### src/rtl/cwf_line_fill.sv
module cwf_line_fill #(
  parameter int DATA_W = 32,
  parameter int ADDR_W = 16,
  parameter int WORDS  = 4
) (
  input  logic                    clk,
  input  logic                    rst_n,
  input  logic                    crit_first,
  input  logic                    cpu_req,
  input  logic [ADDR_W-1:0]       cpu_addr,
  output logic                    cpu_stall,
  output logic                    cpu_rvalid,
  output logic [DATA_W-1:0]       cpu_rdata,
  output logic                    mem_req,
  output logic [ADDR_W-1:0]       mem_addr,
  input  logic                    mem_rvalid,
  input  logic [DATA_W-1:0]       mem_rdata,
  output logic                    lw_en,
  output logic [ADDR_W-$clog2(WORDS)-1:0] lw_addr,
  output logic [WORDS*DATA_W-1:0] lw_data
);
  localparam int OFF_W  = $clog2(WORDS);
  localparam int LINE_W = ADDR_W - OFF_W;

  typedef enum logic [1:0] {S_IDLE, S_FILL, S_DONE} st_t;

  st_t               st_q;
  logic [LINE_W-1:0] line_q;
  logic [OFF_W-1:0]  nxt_q;
  logic [OFF_W-1:0]  cnt_q;
  logic [WORDS-1:0]  have_q;
  logic [DATA_W-1:0] buf_q [WORDS];
  logic              mem_req_q;
  logic [ADDR_W-1:0] mem_addr_q;

  logic [LINE_W-1:0] req_line;
  logic [OFF_W-1:0]  req_off;
  logic              same, fwd, hit, start, take;

  assign req_line   = cpu_addr[ADDR_W-1:OFF_W];
  assign req_off    = cpu_addr[OFF_W-1:0];
  assign same       = (st_q != S_IDLE) && (req_line == line_q);
  assign take       = (st_q == S_FILL) && mem_rvalid;
  assign fwd        = same && take && (nxt_q == req_off);
  assign hit        = same && have_q[req_off];
  assign start      = (st_q == S_IDLE) && cpu_req;

  assign cpu_rvalid = cpu_req && (hit || fwd);
  assign cpu_stall  = cpu_req && !cpu_rvalid;
  assign cpu_rdata  = hit ? buf_q[req_off] : mem_rdata;
  assign mem_req    = mem_req_q;
  assign mem_addr   = mem_addr_q;
  assign lw_en      = (st_q == S_DONE);
  assign lw_addr    = line_q;

  for (genvar i = 0; i < WORDS; i++) begin : g_pack
    assign lw_data[i*DATA_W +: DATA_W] = buf_q[i];
  end

  always_ff @(posedge clk) begin
    if (!rst_n) begin
      st_q       <= S_IDLE;
      line_q     <= '0;
      nxt_q      <= '0;
      cnt_q      <= '0;
      have_q     <= '0;
      mem_req_q  <= 1'b0;
      mem_addr_q <= '0;
    end else begin
      mem_req_q <= 1'b0;
      case (st_q)
        S_IDLE: if (start) begin
          line_q     <= req_line;
          nxt_q      <= crit_first ? req_off : '0;
          cnt_q      <= '0;
          have_q     <= '0;
          mem_req_q  <= 1'b1;
          mem_addr_q <= {req_line, crit_first ? req_off : {OFF_W{1'b0}}};
          st_q       <= S_FILL;
        end
        S_FILL: if (take) begin
          have_q[nxt_q] <= 1'b1;
          nxt_q         <= nxt_q + 1'b1;
          cnt_q         <= cnt_q + 1'b1;
          if (cnt_q == OFF_W'(WORDS - 1)) st_q <= S_DONE;
        end
        default: st_q <= S_IDLE;
      endcase
    end
  end

  always_ff @(posedge clk) begin
    if (take) buf_q[nxt_q] <= mem_rdata;
  end
endmodule

### config.mk
export PLATFORM = sky130hd
export DESIGN_NAME = cwf_line_fill
export DESIGN_NICKNAME = d
export VERILOG_FILES = /design/src/rtl/cwf_line_fill.sv
export SDC_FILE = /design/constraint.sdc
export NUM_CORES = 1
export LEC_CHECK = 0
export BUFFER_PORTS_ARGS = -buffer_cell sky130_fd_sc_hd__buf_4
export CAP_MARGIN = 20
export CORE_MARGIN = 10
export CORE_UTILIZATION = 51
export CTS_BUF_LIST = sky130_fd_sc_hd__clkbuf_4
export DETAILED_ROUTE_END_ITERATION = 8
export GPL_TIMING_DRIVEN = 0
export PLACE_DENSITY = 0.82
export SYNTH_ARGS = -nofsm -noshare
export SYNTH_HDL_FRONTEND = slang
export SYNTH_SLANG_ARGS = --single-unit
### constraint.sdc
create_clock -name clk -period 2.3 [get_ports clk]
set_input_delay 0.46 -clock clk [delete_from_list [all_inputs] [get_ports clk]]
set_output_delay 0.46 -clock clk [all_outputs]
set_load 0.005 [all_outputs]
* Word level (Yosys, flattened, before mapping)
Memory sizes are Yosys's and may differ from the RTL's.
Index checks and enable logic that the tools add are counted.
W data, S select, Z words.
** Operators by class
- Reduce and logical (&&, ||, !) cells :: 18
- $add $sub $neg :: 2
- Magnitude comparators :: 3
- Muxes and demuxes :: 22
- Equal/unequal tests :: 8
- Bitwise logic cells :: 1
** Operators with widths (count)
- $mux W32 :: 1
- $mux W2 :: 8
- $eq A14 B14 Y1 :: 1
- $pmux W2 S2 :: 3
- $logic_and A1 B1 Y1 :: 9
- $mux W4 :: 2
- $pmux W4 S2 :: 1
- $lt A2 B3 Y1 const B :: 2
- $reduce_and A3 Y1 :: 2
- $mux W1 :: 5
- $add A2 B1 Y2 const B :: 2
- $eq A2 B2 Y1 const B :: 2
- $ne A2 B2 Y1 const B :: 2
- $or A4 B4 Y4 :: 1
- $reduce_and A2 Y1 :: 2
- $reduce_bool A2 Y1 :: 2
- $bmux W1 S2 :: 1
- $demux W1 S2 :: 1
- $eq A2 B1 Y1 const B :: 1
- $eq A2 B2 Y1 :: 1
- $ge A2 B1 Y1 const B :: 1
- $logic_not A2 Y1 :: 1
- $ne A2 B1 Y1 const B :: 1
- $logic_not A1 Y1 :: 1
- $logic_or A1 B1 Y1 :: 1
** Word-level totals
- Output and inout port bits :: 194
- Memories kept :: 1
- Input bits :: 53
- Memory bits (writable) :: 128
- Register bits :: 41
- Word-level logic and storage cells :: 62
** Memories
- buf_q :: words 4, width 32, read ports 5, clocked after memory_dff 0, wr ports 1, RTL line 32 : logic [DATA_W-1:0] buf_q [WORDS];

* Logic depth before layout (Yosys ltp)
- Word-level depth :: 8
- Depth in mapped cells :: 6
- Depth with buffers taken out :: 5

* Worst setup path before layout
OpenSTA, ideal clock, no wires.
- Path kind :: input-to-output
- Start :: input cpu_addr[0]
- End :: output cpu_rdata[0]
- Path slack :: 112 ps
- Data arrival time :: 1728 ps
- Data required time :: 1840 ps
- Buffers on the path :: 2
- Cell stages on the path :: 5
- Cell sequence :: buf_6 > mux4_2 > nand4_2 > buf_6 > mux2_4
** Between the ends
- Word-level cells in the longest chain between the ends :: 4
- Elaborated cells between the ends (all ways) :: 5
- Classes of those cells :: mux (3); reduce/logical (1); memory (1)
** Ends and longest elaborated chain
- start, declared :: RTL line 10 : input logic [ADDR_W-1:0] cpu_addr,
- $bmux W1 S2 :: RTL line 45 : assign hit = same && have_q[req_off];
- $mux W1 (not written as such) :: RTL line 45
- $logic_and A1 B1 Y1 :: RTL line 45
- $mux W32 * :: RTL line 50 : assign cpu_rdata = hit ? buf_q[req_off] : mem_rdata;
- end, declared :: RTL line 13 : output logic [DATA_W-1:0] cpu_rdata,
Every way passes the cells marked *; elsewhere a longest branch is shown, timed or not. The select of a mux whose other input is x is not followed.

* Worst setup path in the final report
- Start :: register line_q[10] (netlist: lw_addr[10])
- End :: output cpu_rdata[22]
** Between the ends
- Word-level cells in the longest chain between the ends :: 4
** Ends and longest elaborated chain
- start, declared :: RTL line 28 : logic [LINE_W-1:0] line_q;
- start signal, assigned :: RTL line 73 : line_q <= req_line;
- $eq A14 B14 Y1 :: RTL line 42 : assign same = (st_q != S_IDLE) && (req_line == line_q);
- $logic_and A1 B1 Y1 :: RTL line 42
- $logic_and A1 B1 Y1 :: RTL line 45
- $mux W32 :: RTL line 50
No other way between the ends.

==> flow_summary.rst <==
.. list-table::
   :header-rows: 1

   * - Metric
     - Value
   * - Outcome
     - finished with violations
   * - Violations in the final reports
     - negative setup slack
   * - Top cells by area, synth
     - sky130_fd_sc_hd__edfxtp_1, sky130_fd_sc_hd__mux4_2, sky130_fd_sc_hd__dfxtp_1, sky130_fd_sc_hd__mux2_4, sky130_fd_sc_hd__nand2_1
   * - Worst setup endpoint
     - cpu_rdata[22]
   * - Die area
     - 0.0178 sq mm
   * - Number of warnings issued by yosys
     - 0
   * - Critical path launch point
     - lw_addr[10]$_SDFFE_PN0P_
   * - Number of core rows
     - 41
   * - Met1 Routed Length
     - 7610 um
   * - Count of nets left with antenna violations after detail routing
     - 0
   * - Max FO, Critical Path
     - 10
   * - I/O pin cnt
     - 247
   * - Post-layout nets
     - 712
   * - Top-area cell type share of the netlist area
     - 58.5%
   * - Hold_buf cts
     - 0
   * - H-tree level count
     - 4
   * - Min-delay src
     - mem_rdata[29]
   * - TritonCTS clock tree
     - built
   * - Antenna diode count
     - 0
   * - Inserted Clock Buffers
     - 17
   * - Number of non-filler instances in the completed layout
     - 839
   * - Final Cycle Share
     - 123%
   * - Vias in the first global route
     - 4915
   * - Vertical die dimension
     - 133 um
   * - Insertion delay of the later-clocked pin in the worst-skew pair
     - 550 ps
   * - Pin count of the biggest net entering global routing
     - 24
   * - Final routed wire length divided by cell count
     - 23.7 um
   * - Count of input and output buffers
     - 244
   * - Die Width
     - 133 um
   * - Library cells used by synthesis
     - 34
   * - Most frequent cells in the layout
     - sky130_fd_sc_hd__buf_4, sky130_fd_sc_hd__edfxtp_1, sky130_fd_sc_hd__nand2_1
   * - Largest stage delay, worst path
     - 380 ps
   * - Top routing layer in use
     - met4
   * - Number of DRC markers after the initial detailed-route iteration
     - 240
   * - Signal arrival time at the worst endpoint
     - 2370 ps
   * - Total power
     - 5.39 mW
   * - Number of fillers in the final layout
     - 820
   * - Cell with the largest stage delay on the worst path
     - sky130_fd_sc_hd__dfxtp_4
   * - Number of max-cap violations
     - 0
   * - Crit. End Element
     - output pin
   * - Area occupied by multi-input gates
     - 0.00207 sq mm
   * - Cell Chain, Critical Path
     - xor2_2 > nor4_4 > nand4_4 > buf_8 > buf_12 > mux2_4 > buf_6
   * - Endpoint of the most critical register-to-register path
     - buf_q[2][0]$_DFFE_PP_
   * - Worst setup margin
     - -525 ps
   * - Critical path startpoint category
     - flop
   * - Required time at the endpoint of the critical path
     - 1840 ps
   * - Number of antenna violations at the first check in global routing
     - 0
   * - Cell accounting for the most synthesized area
     - sky130_fd_sc_hd__edfxtp_1
   * - Drt via density
     - 5.39
   * - Highest clock rate
     - 0.354 GHz
   * - Beginning of the worst register-to-register path
     - st_q[0]$_SDFFE_PN0P_
   * - Synthesis-to-finish area growth
     - 43.1%
   * - Unrepaired setup endpoints after global routing
     - yes
   * - Routed length on met3
     - 2040 um
   * - Number of stages on the worst hold path
     - 1
   * - Post-Route WL
     - 19900 um
   * - Number of setup violations in the final report
     - 34
   * - Pwr per Cell Area
     - 574 mW/mm^2
   * - Final GP Congestion
     - 0.804
   * - Count of pins over their slew limit
     - 0
   * - CTS max path bufs
     - 2
   * - Total routing usage reported by global routing
     - 21.7%
   * - VDD IR max
     - 0.384 mV
   * - Final clock skew
     - 15.6 ps
   * - Tmin final
     - 2830 ps
   * - Detailed-routing iteration count for the pre-antenna-repair pass
     - 4
   * - Share of final-layout standard cells stronger than drive strength 1
     - 60.9%
   * - HPWL reported at the end of detailed placement
     - 14600 um
   * - FF/Latch Area
     - 0.00441 sq mm
   * - Worst-case headroom to the max-slew limit
     - 49.9%
   * - Number of vias in the routed layout
     - 4524
   * - DP Cell Count
     - 794
   * - Number of design rule violations left after detail routing
     - 0
   * - Post-synthesis sequential element count
     - 155
   * - R2r worst-path depth
     - 4
   * - Effective utilization at floorplan
     - 52.0%
   * - Type of the worst setup path
     - reg -> out
   * - Most common cell after layout, fill and taps aside
     - sky130_fd_sc_hd__buf_4
   * - Least-Margin Pin Slew
     - 751 ps
   * - Combined area of all synthesized cells
     - 0.00657 sq mm
   * - Final Hold Viols
     - 0
   * - Total overflow reported by the global router
     - 0
   * - CTS root buffer
     - sky130_fd_sc_hd__clkbuf_4
   * - Post-Syn Area per Cell
     - 17.6 sq um
   * - Hold WC Path Type
     - in -> reg
   * - Static Leakage
     - 3.86 nW
   * - Number of nets in the synthesized netlist
     - 432
   * - Clock transition at the register clock pins on the worst setup and hold paths after CTS
     - 130 ps
   * - Detailed route wirelength on metal2
     - 9750 um
   * - Wire length of the first global-routing pass
     - 29400 um
   * - Share of the yosys chip area belonging to registers
     - 66.8%
   * - Register-to-Register Setup Slack
     - 410 ps
   * - Area inside the core boundary
     - 0.0126 sq mm
   * - Clock sink total
     - 155
   * - Number of cells produced by synthesis
     - 374
## worst min-delay path by stage
stage / end / slack, ps
2_1_floorplan: have_q[2]$_SDFFE_PN0P_ / 430
3_3_place_gp: have_q[0]$_SDFFE_PN0P_ / 440
3_5_place_dp: have_q[1]$_SDFFE_PN0P_ / 460
4_1_cts: buf_q[3][29]$_DFFE_PP_ / 60
5_1_grt: buf_q[3][29]$_DFFE_PP_ / 70
6_report: buf_q[3][29]$_DFFE_PP_ / 100
## repair_timing
item | CTS | global route
resized for setup | 65 | 7
endpoints found under the hold margin | 0 | 0
buffers inserted | 10 | 1
pin swaps | 6 | 3
setup endpoints to repair | 34 | 34
cloned | 2 | 0
## kinds of logic after synthesis
family	share of synthesized area [%]
adders and majority gates	0.953
and+or+nand+nor	5.58
muxes	18.5
xor gates and xnor gates	2.27
DFF	66.8
AOI/OAI and AO/OA	2.69
buffers and inverters	3.20
## power by group
group / switching, mW / internal, mW
Clock: 0.896 / 0.673
Sequential: 0.0448 / 3.10
Combinational: 0.301 / 0.374
Total: 1.24 / 4.15
## area by class of cell
class / instances / share of cell area [%]
Sequential cell: 155 / 46.9
Timing Repair Buffer: 261 / 23.5
Multi-Input combinational cell: 187 / 22.0
Buffer: 30 / 2.44
Tap cell: 172 / 2.29
Clock buffer: 21 / 1.68
Clock inverter: 11 / 1.11
Inverter: 2 / 0.0799
## cells in the mapped netlist, drive strengths merged
| master | n |
|---|---|
| a211oi | 1 |
| a21boi | 17 |
| a21oi | 1 |
| a22oi | 1 |
| a31oi | 1 |
| and2 | 6 |
| and3 | 1 |
| buf | 24 |
| clkbuf | 6 |
| dfxtp | 27 |
| edfxtp | 128 |
| ha | 5 |
| inv | 2 |
| mux2 | 32 |
| mux4 | 33 |
| nand2 | 37 |
| nand3 | 4 |
| nand3b | 1 |
| nand4 | 2 |
| nor2 | 13 |
| nor2b | 3 |
| nor3 | 1 |
| nor3b | 1 |
| nor4 | 5 |
| o21ai | 3 |
| o31ai | 1 |
| or3b | 1 |
| xnor2 | 9 |
| xor2 | 8 |
## worst max-delay path, delay by kind of cell, from the launching register on
family                    cells  cell delay (ps)
xor gates and xnor gates      1              190
buffers and inverters         3              450
DFF                           1              380
muxes                         1              310
and+or+nand+nor               2              470
## state kept, by name, summed over array words and instances (netlist names)
register and flops:
mem_req 1, lw_addr 14, have_q 4, mem_addr 2, nxt_q 2, cnt_q 2
buf_q 128, st_q 2
## through the flow
step	util (%)	hold WS, ps	setup WS, ps	cell area [sq um]	setup TNS, ps
2_1_floorplan	-	435	112	6570	0
4_1_cts	74.1	61.6	-585	9350	-18220
6_report	74.4	102	-525	9390	-16320
5_1_grt	74.4	72.5	-645	9390	-20370
3_5_place_dp	69.1	461	-361	8720	-9940
3_3_place_gp	68.2	445	-731	8610	-100630
## per-layer routing
layer | vias to the layer above | global-route usage (%)
met5 | - | 0
met2 | 234 | 35.9
met1 | 2275 | 24.2
met4 | 0 | 8.22
met3 | 33 | 9.74
li1 | 1982 | -
Note: power is estimated with default switching activity, not from simulation.
